File: config.mk
export PLATFORM = sky130hd
export DESIGN_NAME = vbi_irq_ctrl
export DESIGN_NICKNAME = d
export VERILOG_FILES = /design/src/rtl/vbi_irq_pkg.sv /design/src/rtl/vbi_status_cell.sv /design/src/rtl/vbi_cap_buf.sv /design/src/rtl/vbi_reg_if.sv /design/src/rtl/vbi_irq_ctrl.sv
export SDC_FILE = /design/constraint.sdc
export NUM_CORES = 1
export LEC_CHECK = 0
export BUFFER_PORTS_ARGS = -buffer_cell sky130_fd_sc_hd__buf_2
export CORE_MARGIN = 1.5
export CORE_UTILIZATION = 34
export DETAILED_ROUTE_END_ITERATION = 16
export PLACE_DENSITY = 0.57
export SETUP_SLACK_MARGIN = 0.4
export SLEW_MARGIN = 20
export SYNTH_ARGS = -nofsm -noshare
export SYNTH_HDL_FRONTEND = slang
export SYNTH_SLANG_ARGS = --single-unit
File: constraint.sdc
create_clock -name clk -period 3.2 [get_ports clk]
set_input_delay 0.48 -clock clk [delete_from_list [all_inputs] [get_ports clk]]
set_output_delay 0.48 -clock clk [all_outputs]
set_load 0.01 [all_outputs]
File: src/rtl/vbi_irq_pkg.sv
// Shared constants for the sliced-data interrupt controller.
// Assumes an 8-bit register file with a 4-bit address space.
package vbi_irq_pkg;
    localparam int NSRC   = 4;
    localparam int REG_W  = 8;
    localparam int ADDR_W = 4;

    localparam logic [ADDR_W-1:0] A_MASK  = 4'd0;
    localparam logic [ADDR_W-1:0] A_STAT  = 4'd1;
    localparam logic [ADDR_W-1:0] A_CLR   = 4'd2;
    localparam logic [ADDR_W-1:0] A_DONE  = 4'd3;
    localparam logic [ADDR_W-1:0] A_CAPST = 4'd4;
    localparam logic [ADDR_W-1:0] A_CAPD  = 4'd5;

    // Register bit position used by a source index.
    function automatic int src_bit(input int idx);
        return 2 * idx;
    endfunction
endpackage

File: src/rtl/vbi_status_cell.sv
// One sticky status bit.
// Priority: event > (clear | unmask).
// Assumes clr_i and unmask_i are single-cycle pulses.
module vbi_status_cell (
    input  logic clk,
    input  logic rst_n,
    input  logic evt_i,
    input  logic clr_i,
    input  logic unmask_i,
    output logic stat_o
);
    logic stat_q;

    // Set on event, drop on clear or fresh unmask.
    always_ff @(posedge clk) begin
        if (!rst_n)                 stat_q <= 1'b0;
        else if (evt_i)             stat_q <= 1'b1;
        else if (clr_i || unmask_i) stat_q <= 1'b0;
    end

    assign stat_o = stat_q;

    assert_evt_sets_R3: assert property (@(posedge clk) disable iff (!rst_n)
        evt_i |=> stat_q);
    assert_clr_drops_R4: assert property (@(posedge clk) disable iff (!rst_n)
        (clr_i && !evt_i) |=> !stat_q);
    assert_unmask_drops_R5: assert property (@(posedge clk) disable iff (!rst_n)
        (unmask_i && !evt_i) |=> !stat_q);
endmodule

File: src/rtl/vbi_cap_buf.sv
// Caption readback buffer.
// It loads on a caption event only while free, then freezes until consume_i.
// Assumes consume_i is a single-cycle pulse.
module vbi_cap_buf #(
    parameter int CAP_W = 16
) (
    input  logic             clk,
    input  logic             rst_n,
    input  logic             cap_evt_i,
    input  logic [CAP_W-1:0] cap_data_i,
    input  logic             consume_i,
    output logic             load_o,
    output logic             avail_o,
    output logic [CAP_W-1:0] data_o
);
    logic             avail_q;
    logic [CAP_W-1:0] data_q;
    logic             load;

    assign load = cap_evt_i && !avail_q;

    // Available flag: set on load, cleared by the host's consume write.
    always_ff @(posedge clk) begin
        if (!rst_n)         avail_q <= 1'b0;
        else if (load)      avail_q <= 1'b1;
        else if (consume_i) avail_q <= 1'b0;
    end

    // Payload register: written only on an accepted load.
    always_ff @(posedge clk) begin
        if (!rst_n)    data_q <= '0;
        else if (load) data_q <= cap_data_i;
    end

    assign load_o  = load;
    assign avail_o = avail_q;
    assign data_o  = data_q;

    assert_frozen_R8: assert property (@(posedge clk) disable iff (!rst_n)
        (avail_q && !consume_i) |=> (avail_q && $stable(data_q)));
    assert_load_R7: assert property (@(posedge clk) disable iff (!rst_n)
        (cap_evt_i && !avail_q) |=> (avail_q && data_q == $past(cap_data_i)));
    assert_consume_R10: assert property (@(posedge clk) disable iff (!rst_n)
        (consume_i && avail_q) |=> (!avail_q && $stable(data_q)));
endmodule

File: src/rtl/vbi_reg_if.sv
// Host register decode: mask storage, clear/unmask/consume pulses, read mux.
// Assumes single-cycle write strobes and a combinational read.
module vbi_reg_if
    import vbi_irq_pkg::*;
#(
    parameter int CAP_BYTES = 2,
    localparam int CAP_W = 8 * CAP_BYTES
) (
    input  logic              clk,
    input  logic              rst_n,
    input  logic              wr_i,
    input  logic [ADDR_W-1:0] addr_i,
    input  logic [REG_W-1:0]  wdata_i,
    input  logic [NSRC-1:0]   stat_i,
    input  logic              avail_i,
    input  logic [CAP_W-1:0]  cap_i,
    output logic [NSRC-1:0]   mask_o,
    output logic [NSRC-1:0]   clr_o,
    output logic [NSRC-1:0]   unmask_o,
    output logic              consume_o,
    output logic [REG_W-1:0]  rdata_o
);
    logic [NSRC-1:0] mask_q;
    logic            wr_mask, wr_clr;
    logic            unused_odd;

    assign wr_mask    = wr_i && (addr_i == A_MASK);
    assign wr_clr     = wr_i && (addr_i == A_CLR);
    assign consume_o  = wr_i && (addr_i == A_DONE) && wdata_i[0];
    assign unused_odd = ^{wdata_i[7], wdata_i[5], wdata_i[3], wdata_i[1]};

    // Per-source pulses taken from the even data bits.
    always_comb begin
        for (int i = 0; i < NSRC; i++) begin
            clr_o[i]    = wr_clr  && wdata_i[src_bit(i)];
            unmask_o[i] = wr_mask && wdata_i[src_bit(i)] && !mask_q[i];
        end
    end

    // Mask register storage.
    always_ff @(posedge clk) begin
        if (!rst_n) mask_q <= '0;
        else if (wr_mask) begin
            for (int i = 0; i < NSRC; i++) mask_q[i] <= wdata_i[src_bit(i)];
        end
    end

    assign mask_o = mask_q;

    // Read mux; write-only addresses and unused bits return 0.
    always_comb begin
        rdata_o = '0;
        if (addr_i == A_MASK) begin
            for (int i = 0; i < NSRC; i++) rdata_o[src_bit(i)] = mask_q[i];
        end else if (addr_i == A_STAT) begin
            for (int i = 0; i < NSRC; i++) rdata_o[src_bit(i)] = stat_i[i];
        end else if (addr_i == A_CAPST) begin
            rdata_o[0] = avail_i;
        end else begin
            for (int b = 0; b < CAP_BYTES; b++) begin
                if (int'(addr_i) == int'(A_CAPD) + b) rdata_o = cap_i[8*b +: 8];
            end
        end
    end

    assert_mask_hold_R2: assert property (@(posedge clk) disable iff (!rst_n)
        !wr_mask |=> $stable(mask_q));
    assert_wo_reads_zero_R11: assert property (@(posedge clk) disable iff (!rst_n)
        (addr_i == A_CLR || addr_i == A_DONE) |-> (rdata_o == '0));
endmodule

File: src/rtl/vbi_irq_ctrl.sv
// Top level: four status cells, the caption buffer, the register decode,
// and a registered interrupt line.
// Assumes event strobes are synchronous to clk.
module vbi_irq_ctrl
    import vbi_irq_pkg::*;
#(
    parameter int CAP_BYTES = 2,
    localparam int CAP_W = 8 * CAP_BYTES
) (
    input  logic              clk,
    input  logic              rst_n,
    input  logic [NSRC-1:0]   evt_i,
    input  logic [CAP_W-1:0]  cap_data_i,
    input  logic              reg_wr_i,
    input  logic [ADDR_W-1:0] reg_addr_i,
    input  logic [REG_W-1:0]  reg_wdata_i,
    output logic [REG_W-1:0]  reg_rdata_o,
    output logic              irq_o
);
    logic [NSRC-1:0]  stat, mask, clr, unmask, src_evt;
    logic             consume, cap_load, cap_avail;
    logic [CAP_W-1:0] cap_q;
    logic             irq_q;

    vbi_cap_buf #(.CAP_W(CAP_W)) u_cap (
        .clk(clk), .rst_n(rst_n), .cap_evt_i(evt_i[0]), .cap_data_i(cap_data_i),
        .consume_i(consume), .load_o(cap_load), .avail_o(cap_avail), .data_o(cap_q)
    );

    // The caption source reports only accepted loads.
    assign src_evt = {evt_i[NSRC-1:1], cap_load};

    for (genvar g = 0; g < NSRC; g++) begin : g_src
        vbi_status_cell u_cell (
            .clk(clk), .rst_n(rst_n), .evt_i(src_evt[g]), .clr_i(clr[g]),
            .unmask_i(unmask[g]), .stat_o(stat[g])
        );
    end

    vbi_reg_if #(.CAP_BYTES(CAP_BYTES)) u_regs (
        .clk(clk), .rst_n(rst_n), .wr_i(reg_wr_i), .addr_i(reg_addr_i),
        .wdata_i(reg_wdata_i), .stat_i(stat), .avail_i(cap_avail), .cap_i(cap_q),
        .mask_o(mask), .clr_o(clr), .unmask_o(unmask), .consume_o(consume),
        .rdata_o(reg_rdata_o)
    );

    // Registered interrupt request.
    always_ff @(posedge clk) begin
        if (!rst_n) irq_q <= 1'b0;
        else        irq_q <= |(stat & mask);
    end

    assign irq_o = irq_q;

    assert_irq_low_R6: assert property (@(posedge clk) disable iff (!rst_n)
        !(|(stat & mask)) |=> !irq_o);
    assert_irq_high_R6: assert property (@(posedge clk) disable iff (!rst_n)
        (|(stat & mask)) |=> irq_o);
endmodule

* Yosys cells after proc, flatten, opt, wreduce, memory -nomap -nowiden
Cells that the tools add are included.
Widths: inputs -> output; s select.
** Operators by class
- Mux-type cells :: 30
- Bitwise gates (word level) :: 1
- Reductions and logical operators :: 33
- Equality and inequality tests :: 6
** Operator list (count)
- $mux 1 :: 27
- $logic_and 1x1->1 :: 17
- $mux 8 :: 2
- $reduce_bool 2->1 :: 5
- $eq 4x2->1 const B :: 2
- $eq 4x4->1 const B :: 2
- $mux 7 :: 1
- $logic_not 1->1 :: 5
- $and 4x4->4 :: 1
- $eq 4x1->1 const B :: 1
- $eq 4x3->1 const B :: 1
- $logic_not 4->1 :: 1
- $logic_or 1x1->1 :: 4
- $reduce_or 4->1 :: 1
** Word-level totals
- Word-level logic and storage cells :: 78
- Input bits :: 35
- Flip-flop bits (word level) :: 26
- Output and inout port bits :: 9

* Longest topological paths before layout
Gate-level depths: netlist (run 1).
- Word-level depth :: 7
- Depth in mapped cells :: 6
- Depth with buffers taken out :: 4

* By module
Synthesis (run 1) repeated with hierarchy kept, for this count alone.
** Second synthesis, totals
- Cell total of the unflattened synthesis :: 165
- Area, all modules :: 1420.1 µm²
** By module, submodules not included
- vbi_cap_buf :: instances 1, sequential area each 340.3 µm², cells each 74, area an instance 694.4 µm²
- vbi_reg_if :: instances 1, sequential area each 80.1 µm², cells each 75, area an instance 523.0 µm²
- vbi_status_cell :: instances 4, sequential area each 20.0 µm², cells each 3, area an instance 40.0 µm²
- vbi_irq_ctrl :: instances 1, sequential area each 20.0 µm², cells each 4, area an instance 42.5 µm²

* Least setup slack after synthesis (run 1)
No wires, ideal clock.
- Kind :: in2out
- From :: in reg_addr_i[2]
- To :: out reg_rdata_o[0]
- Required time :: 2.720 ns
- Arrival :: 1.329 ns
- Setup slack :: 1.391 ns
- Cell stages on the path :: 4
- Cells stage by stage :: buf_2 > a21oi_1 > o32a_1 > a211oi_2
** On the way
- Longest elaborated chain between the ends :: 6
** RTL lines
- from (decl) :: line vbi_irq_ctrl.sv:15 : input logic [ADDR_W-1:0] reg_addr_i,
- $eq 4x4->1 :: line vbi_reg_if.sv:61 : if (int'(addr_i) == int'(A_CAPD) + b) rdata_o = cap_i[8*b +: 8];
- $mux 8 (2 in series) :: line vbi_reg_if.sv:61
- $mux 1 :: line vbi_reg_if.sv:57 : end else if (addr_i == A_CAPST) begin
- $mux 1 :: line vbi_reg_if.sv:55 : end else if (addr_i == A_STAT) begin
- $mux 1 (*) :: line vbi_reg_if.sv:53 : if (addr_i == A_MASK) begin
- to (decl) :: line vbi_irq_ctrl.sv:17 : output logic [REG_W-1:0] reg_rdata_o,
Every way passes the cells marked *; elsewhere a longest branch is shown, timed or not.

* Worst setup path after layout (run 1)
- From :: in reg_addr_i[0]
- To :: out reg_rdata_o[6]
** On the way
- Longest elaborated chain between the ends :: 6
** RTL lines (line)
- $eq 4x4->1 :: vbi_reg_if.sv:61
- $mux 8 (2 in series) :: vbi_reg_if.sv:61
- $mux 7 :: vbi_reg_if.sv:57
- $mux 1 :: vbi_reg_if.sv:55
- $mux 1 (*) :: vbi_reg_if.sv:53
Marks and branches as above.

==> impl_metrics.ini, run 1 <==
[yosys]
synth_warnings = 0
syn_nets = 193
synth_top_area_share_pct = 39.6
syn_area_mm2 = 0.00131
netlist_top_cells_area = dfxtp_1 (40%), nand2_1 (9.4%), a21boi_1 (5.7%)
synth_seq_cells = 26
netlist_instances = 158
yosysTopAreaCell = dfxtp_1
postSynthAreaPerCell_um2 = 8.31
ys_types = 28
yosysSeqAreaShare_pct = 39.6

[critical_path]
cp_top_family = simple AND/OR/NAND/NOR gates
cp_slowest_cell = and2b_1
rrSetupSlack_ns = 1.98
worstPathArrival_ns = 1.60
critPathRequiredTime_ns = 2.72
critPathCaptureType = primary output
worstSetupPathType = input pin to primary output
worstReg2RegEnd = u_cap.data_o[7]
critPathMaxStageDelay_ns = 0.27
cp_common_cell = buf_2
reg2regPathDepth = 3
critPathLaunchType = input pin
critical_path.max_fanout = 14
cp_cell_sequence = buf_2, and2b_1, nor2b_1, a2bb2oi_1, nor2_1, buf_2
path_buf_inv = 2
rr_startpoint = u_cap.avail_o

[timing]
slew_headroom_pct = 62.1
drv_slew = 0
finalSetupViolations = 0
fmax_ghz = 0.480
rsz0062_at_grt = false
timing.final.hold_violations = 0
finalWorstSetupSlack_ns = 1.12
finalClockSkew_ns = 0.00130
fin_crit_sh_pct = 65.1
finalSetupTns_ns = 0
whs_ns = 0.437
period_minus_slack_ns = 2.08
tightestPinTransition_ns = 0.568

[cells_and_area]
final_area_mm2 = 0.00158
fillCellCount = 414
drive_gt1_share_pct = 25.1
nNetsFinal = 227
antenna_cells = 0
syn2layout_area_growth_pct = 20.6

[clock_network]
cts_sinks = 26
cts_buffer_depth = 2
cts_root_buf = clkbuf_8
clk_latency_ns = 0.27
cts_made_buffers = 3
cts_setup_buffers = 0
cts_tree = yes
postCtsHoldBufs = 0
h-tree-depth = 1
cts_resized = 0
clk_pin_slew_worst_paths_ns = 0.09

[routing]
drc_errors = 0
drtIter0Drc = 48
drtAntennaViolNets = 0
wl_um = 2960
wl_met3_um = 150
vias = 1167
first_pass_iters = 4
met2_length_um = 1440
wl_per_cell_um = 12.4
top_layer_used = met4
viasPerCell = 4.88
wl_met1_um = 1350

[power]
p_leak_nw = 0.644
total_power_mw = 0.712
power.density_mw_per_mm2 = 450
peakVddDrop_mv = 0.257

[die]
core_mm2 = 0.00369
dieWidth_um = 65.2
initial_utilization_pct = 35.6
die_h_um = 65.2
pin_count = 44
row_count = 22
dieArea_mm2 = 0.00425

[grt]
grt_pass1_vias = 1085
grt_max_degree = 27
grt_usage_pct = 14.9
grt-ovfl-total = 0
antenna_found_initial = 0
grt_pass1_wl_um = 4920

[hold_path]
min_to = g_src[3].u_cell.stat_o
hold_depth = 3
hp-start = evt_i[3]
hp-class = input pin to flop

[place]
placed_area_mm2 = 0.00151
portBuffers = 39
place.gp.congestion = 0.792
hpwl_um = 2160
dp_slack_ns = 1.11

[run_status]
status = finished, final reports clean

[job]
drv_cap = 0
cells by family (layout without fill, tap and decap cells):
kind of cell	after synthesis	after routing	share of synthesized area, %
buffers and inverters	11	44	4.86
DFF	26	26	39.6
and+or+nand+nor	77	77	29.8
AOI/OAI and AO/OA	39	39	21.9
muxes	5	5	3.81
sequential cells by signal, summed over array words and instances (netlist names):
name and flops:
irq_o 1, u_cap.avail_o 1, g_src.u_cell.stat_o 4, u_regs.mask_o 4, u_cap.data_o 16
worst max-delay path by stage:
stage	cells after the start	from	end	slack, ns
global placement	6	reg_addr_i[1]	reg_rdata_o[6]	1.11
global route	6	reg_addr_i[0]	reg_rdata_o[6]	0.99
CTS	6	reg_addr_i[0]	reg_rdata_o[6]	1.10
detailed placement	6	reg_addr_i[0]	reg_rdata_o[6]	1.11
floorplan	4	reg_addr_i[2]	reg_rdata_o[0]	1.39
finish	6	reg_addr_i[0]	reg_rdata_o[6]	1.12
cells in the mapped netlist:
library cell	number
and3_1	1
a21boi_0	7
nand2_1	33
buf_2	6
clkbuf_1	2
o21ai_0	1
mux2i_1	5
dfxtp_1	26
o32a_1	1
nor2_4	1
buf_4	2
nand3_1	4
a32oi_1	3
nand4_1	1
a211oi_2	1
nor2_1	11
nor4b_2	1
nand2b_1	9
nor2b_1	12
a21boi_1	10
buf_6	1
nor3_1	1
a2bb2oi_1	3
or4_4	1
a22oi_1	6
and2b_1	1
and4bb_1	1
a21oi_1	7
tightest hold or removal path, stage by stage:
cell,delay [ns]
buf_2,0.08
a21oi_1,0.03
nor2b_1,0.08
metal layers:
metal  vias up  GRT usage, %
li1        608             -
met1       528          18.3
met2        29          26.0
met3         2          3.77
met4         0          3.91
met5         -             0
layout make-up:
| type | count | area (µm²) | area share [%] |
|---|---|---|---|
| clock buffers | 3 | 41.3 | 2.61 |
| multi-input cells | 121 | 729 | 46.1 |
| clock inverters | 1 | 30.0 | 1.90 |
| well taps | 48 | 60.1 | 3.79 |
| flip-flops and latches | 26 | 520 | 32.9 |
| repair buffers | 40 | 203 | 12.8 |
report_power, final:
group	internal (mW)	total, mW	switching, mW	leakage (nW)
clock	0.167	0.268	0.101	0.0357
sequential	0.340	0.351	0.0103	0.214
combinational	0.0440	0.0932	0.0493	0.394
total	0.551	0.712	0.161	0.644
per-stage QoR:
step                      util (%)  std cells
after floorplan                  -        158
after global placement        41.0        235
after detailed placement      41.0        235
after CTS                     42.9        239
after global routing          42.9        239
final                         42.9        239
placed cells by master (no fill, tap or decap), drive strengths merged, types with 4 or more instances in the layout:
master,Yosys,final
nand2,33,33
nor2b,12,12
nand3,4,4
a22oi,6,6
buf,9,40
mux2i,5,5
nor2,12,12
a21oi,7,7
a21boi,17,17
nand2b,9,9
dfxtp,26,26
Note: power is estimated with default switching activity, not from simulation.
==> run 2, diff against run 1 <==
--- a/config.mk
+++ b/config.mk
@@ -5,11 +5,12 @@
 export SDC_FILE = /design/constraint.sdc
 export NUM_CORES = 1
 export LEC_CHECK = 0
+export ABC_AREA = 1
 export BUFFER_PORTS_ARGS = -buffer_cell sky130_fd_sc_hd__buf_2
 export CORE_MARGIN = 1.5
 export CORE_UTILIZATION = 34
 export DETAILED_ROUTE_END_ITERATION = 16
-export PLACE_DENSITY = 0.57
+export PLACE_DENSITY = 0.6
 export SETUP_SLACK_MARGIN = 0.4
 export SLEW_MARGIN = 20
 export SYNTH_ARGS = -nofsm -noshare
==> constraint.sdc (replaced) <==
create_clock -name clk -period 1.9 [get_ports clk]
set_input_delay 0.285 -clock clk [delete_from_list [all_inputs] [get_ports clk]]
set_output_delay 0.285 -clock clk [all_outputs]
set_load 0.01 [all_outputs]
==> run 2 against run 1 <==
Effect of this change:
- final cell count is 14% higher
- die area is 6.5% lower
- first-iteration DRC count is 35% lower
- largest power group unchanged
- total power is 63% higher
==> impl_metrics.ini, run 2 <==
[run_status]
status = finished, final reports clean

[cells_and_area]
final_area_mm2 = 0.00162
syn2layout_area_growth_pct = 32.7
drive_gt1_share_pct = 28.8
layout_common_cells = nor2_1 (44), buf_2 (37), nand2_1 (27)
final_common_cell = nor2_1
largest_reg_flops = 16
final_cells = 272
nNetsFinal = 262
antenna_cells = 0

[timing]
tightestPinTransition_ns = 0.478
fmax_ghz = 0.690
finalSetupTns_ns = 0
fin_crit_sh_pct = 76.3
rsz0062_at_grt = true
period_minus_slack_ns = 1.45
finalSetupViolations = 0
timing.final.hold_violations = 0
slew_headroom_pct = 68.1
drv_slew = 0
finalClockSkew_ns = 0.00650

[yosys]
synth-edff-count = 0
syn_area_mm2 = 0.00122
ys_types = 18
synth_seq_cells = 26
async_flop_share_pct = 0
yosysTopAreaCell = dfxtp_1
yosysSeqAreaShare_pct = 42.5
yosys-top-cells-count = nor2_1 (45), nand2_1 (30), dfxtp_1 (26)
ys.flop_type = dfxtp_1
syn_nets = 216
yosysMostFrequentCell = nor2_1
synth_warnings = 0
netlist_top_cells_area = dfxtp_1 (43%), nor2_1 (14%), nand2_1 (9.2%)
synth_top_area_share_pct = 42.5
postSynthAreaPerCell_um2 = 6.76
netlist_instances = 181

[critical_path]
worstSetupPathType = input pin to primary output
worstReg2RegEnd = u_cap.data_o[0]
critPathMaxStageDelay_ns = 0.27
critPathLaunchType = input pin
critPathCaptureType = primary output
worstPathArrival_ns = 1.16
rrSetupSlack_ns = 0.59
critPathLaunch = reg_addr_i[1]
cp_cell_sequence = buf_2, or2_4, nor2_4, nand2_1, nand4_1, buf_2
reg2regPathDepth = 5
rr_startpoint = u_cap.avail_o
cp_slowest_cell = or2_4
critical_path.max_fanout = 5
critPathRequiredTime_ns = 1.62
cp_common_cell = buf_2

[routing]
wl_met1_um = 1360
drtIter0Drc = 31
met2_length_um = 1310
wl_met3_um = 106
top_layer_used = met4
vias = 1228
wl_per_cell_um = 10.3
drtAntennaViolNets = 0
drc_errors = 0
first_pass_iters = 4
wl_um = 2800
viasPerCell = 4.51

[die]
initial_utilization_pct = 36.1
dieWidth_um = 63.0
row_count = 21
dieArea_mm2 = 0.00397
core_mm2 = 0.00339
die_h_um = 63.0
pin_count = 44

[power]
p_leak_nw = 0.762
power.density_mw_per_mm2 = 713
peakVddDrop_mv = 0.283

[place]
placed_area_mm2 = 0.00147
portBuffers = 39
place.gp.congestion = 0.738
hpwl_um = 2040
dpl.cell_count = 264

[clock_network]
clk_pin_slew_worst_paths_ns = 0.13
cts_buffer_depth = 2
cts_made_buffers = 3
cts_root_buf = clkbuf_4
cts_tree = yes
h-tree-depth = 1
clk_latency_ns = 0.32
cts_sinks = 26
postCtsHoldBufs = 0

[hold_path]
hp-class = input pin to flop
hp-start = evt_i[2]
min_to = g_src[2].u_cell.stat_o
hold_depth = 3

[grt]
grt_max_degree = 20
grt_pass1_vias = 1148
grt-ovfl-total = 0
grt_usage_pct = 15.2
antenna_found_initial = 0
grt_pass1_wl_um = 4910

[job]
drv_cap = 0
## run 2: cell families (layout without fill, tap and decap cells)
| group | after synthesis | count (layout) | share of synthesized area [%] |
|---|---|---|---|
| AO/OA/AOI/OAI | 31 | 31 | 14.5 |
| buffers and inverters | 27 | 72 | 8.59 |
| flip-flops | 26 | 26 | 42.5 |
| AND/OR/NAND/NOR | 97 | 97 | 34.4 |
## run 2: critical path, delay by kind of cell
kind | cells | cell delay (ns)
buffers and inverters | 2 | 0.29
AND/OR/NAND/NOR | 4 | 0.59
## run 2: repair_timing
item,in CTS,in global routing
resized for setup,4,18
setup buffers,0,4
endpoints found under the setup margin,4,4
pin swaps,1,10
## run 2: area by class of cell
| type | count | area (µm²) |
|---|---|---|
| Fill cell | 375 | 1770 |
| Multi-Input combinational cell | 128 | 649 |
| Sequential cell | 26 | 523 |
| Timing Repair Buffer | 44 | 249 |
| Inverter | 24 | 92.6 |
| Tap cell | 46 | 57.6 |
| Clock inverter | 1 | 30.0 |
| Clock buffer | 3 | 22.5 |
## run 2: worst max-delay path by stage
stage	end	cells past startpoint
floorplan	reg_rdata_o[0]	5
global placement	reg_rdata_o[4]	7
detailed placement	reg_rdata_o[4]	7
CTS	reg_rdata_o[4]	7
global route	reg_rdata_o[4]	7
finish	reg_rdata_o[6]	6
## run 2: per-stage QoR
step	total power [mW]	utilization, %	setup slack (ns)	hold WS [ns]
global route	1.22	47.9	0.377	0.199
global placement	0.773	43.3	0.275	0.454
detailed placement	0.774	43.3	0.289	0.457
CTS	1.15	45.3	0.397	0.174
finish	1.16	47.9	0.451	0.187
floorplan	0.710	-	0.664	0.419
## run 2: layer usage
metal | vias up | global-route usage (%)
li1 | 671 | -
met1 | 531 | 20.4
met2 | 24 | 24.3
met3 | 2 | 1.62
met4 | 0 | 6.67
met5 | - | 0
## run 2: report_power, final
| group | switching (mW) | leakage [nW] | internal (mW) |
|---|---|---|---|
| Sequential | 0.0190 | 0.215 | 0.584 |
| Combinational | 0.103 | 0.518 | 0.0747 |
| Clock | 0.163 | 0.0279 | 0.213 |
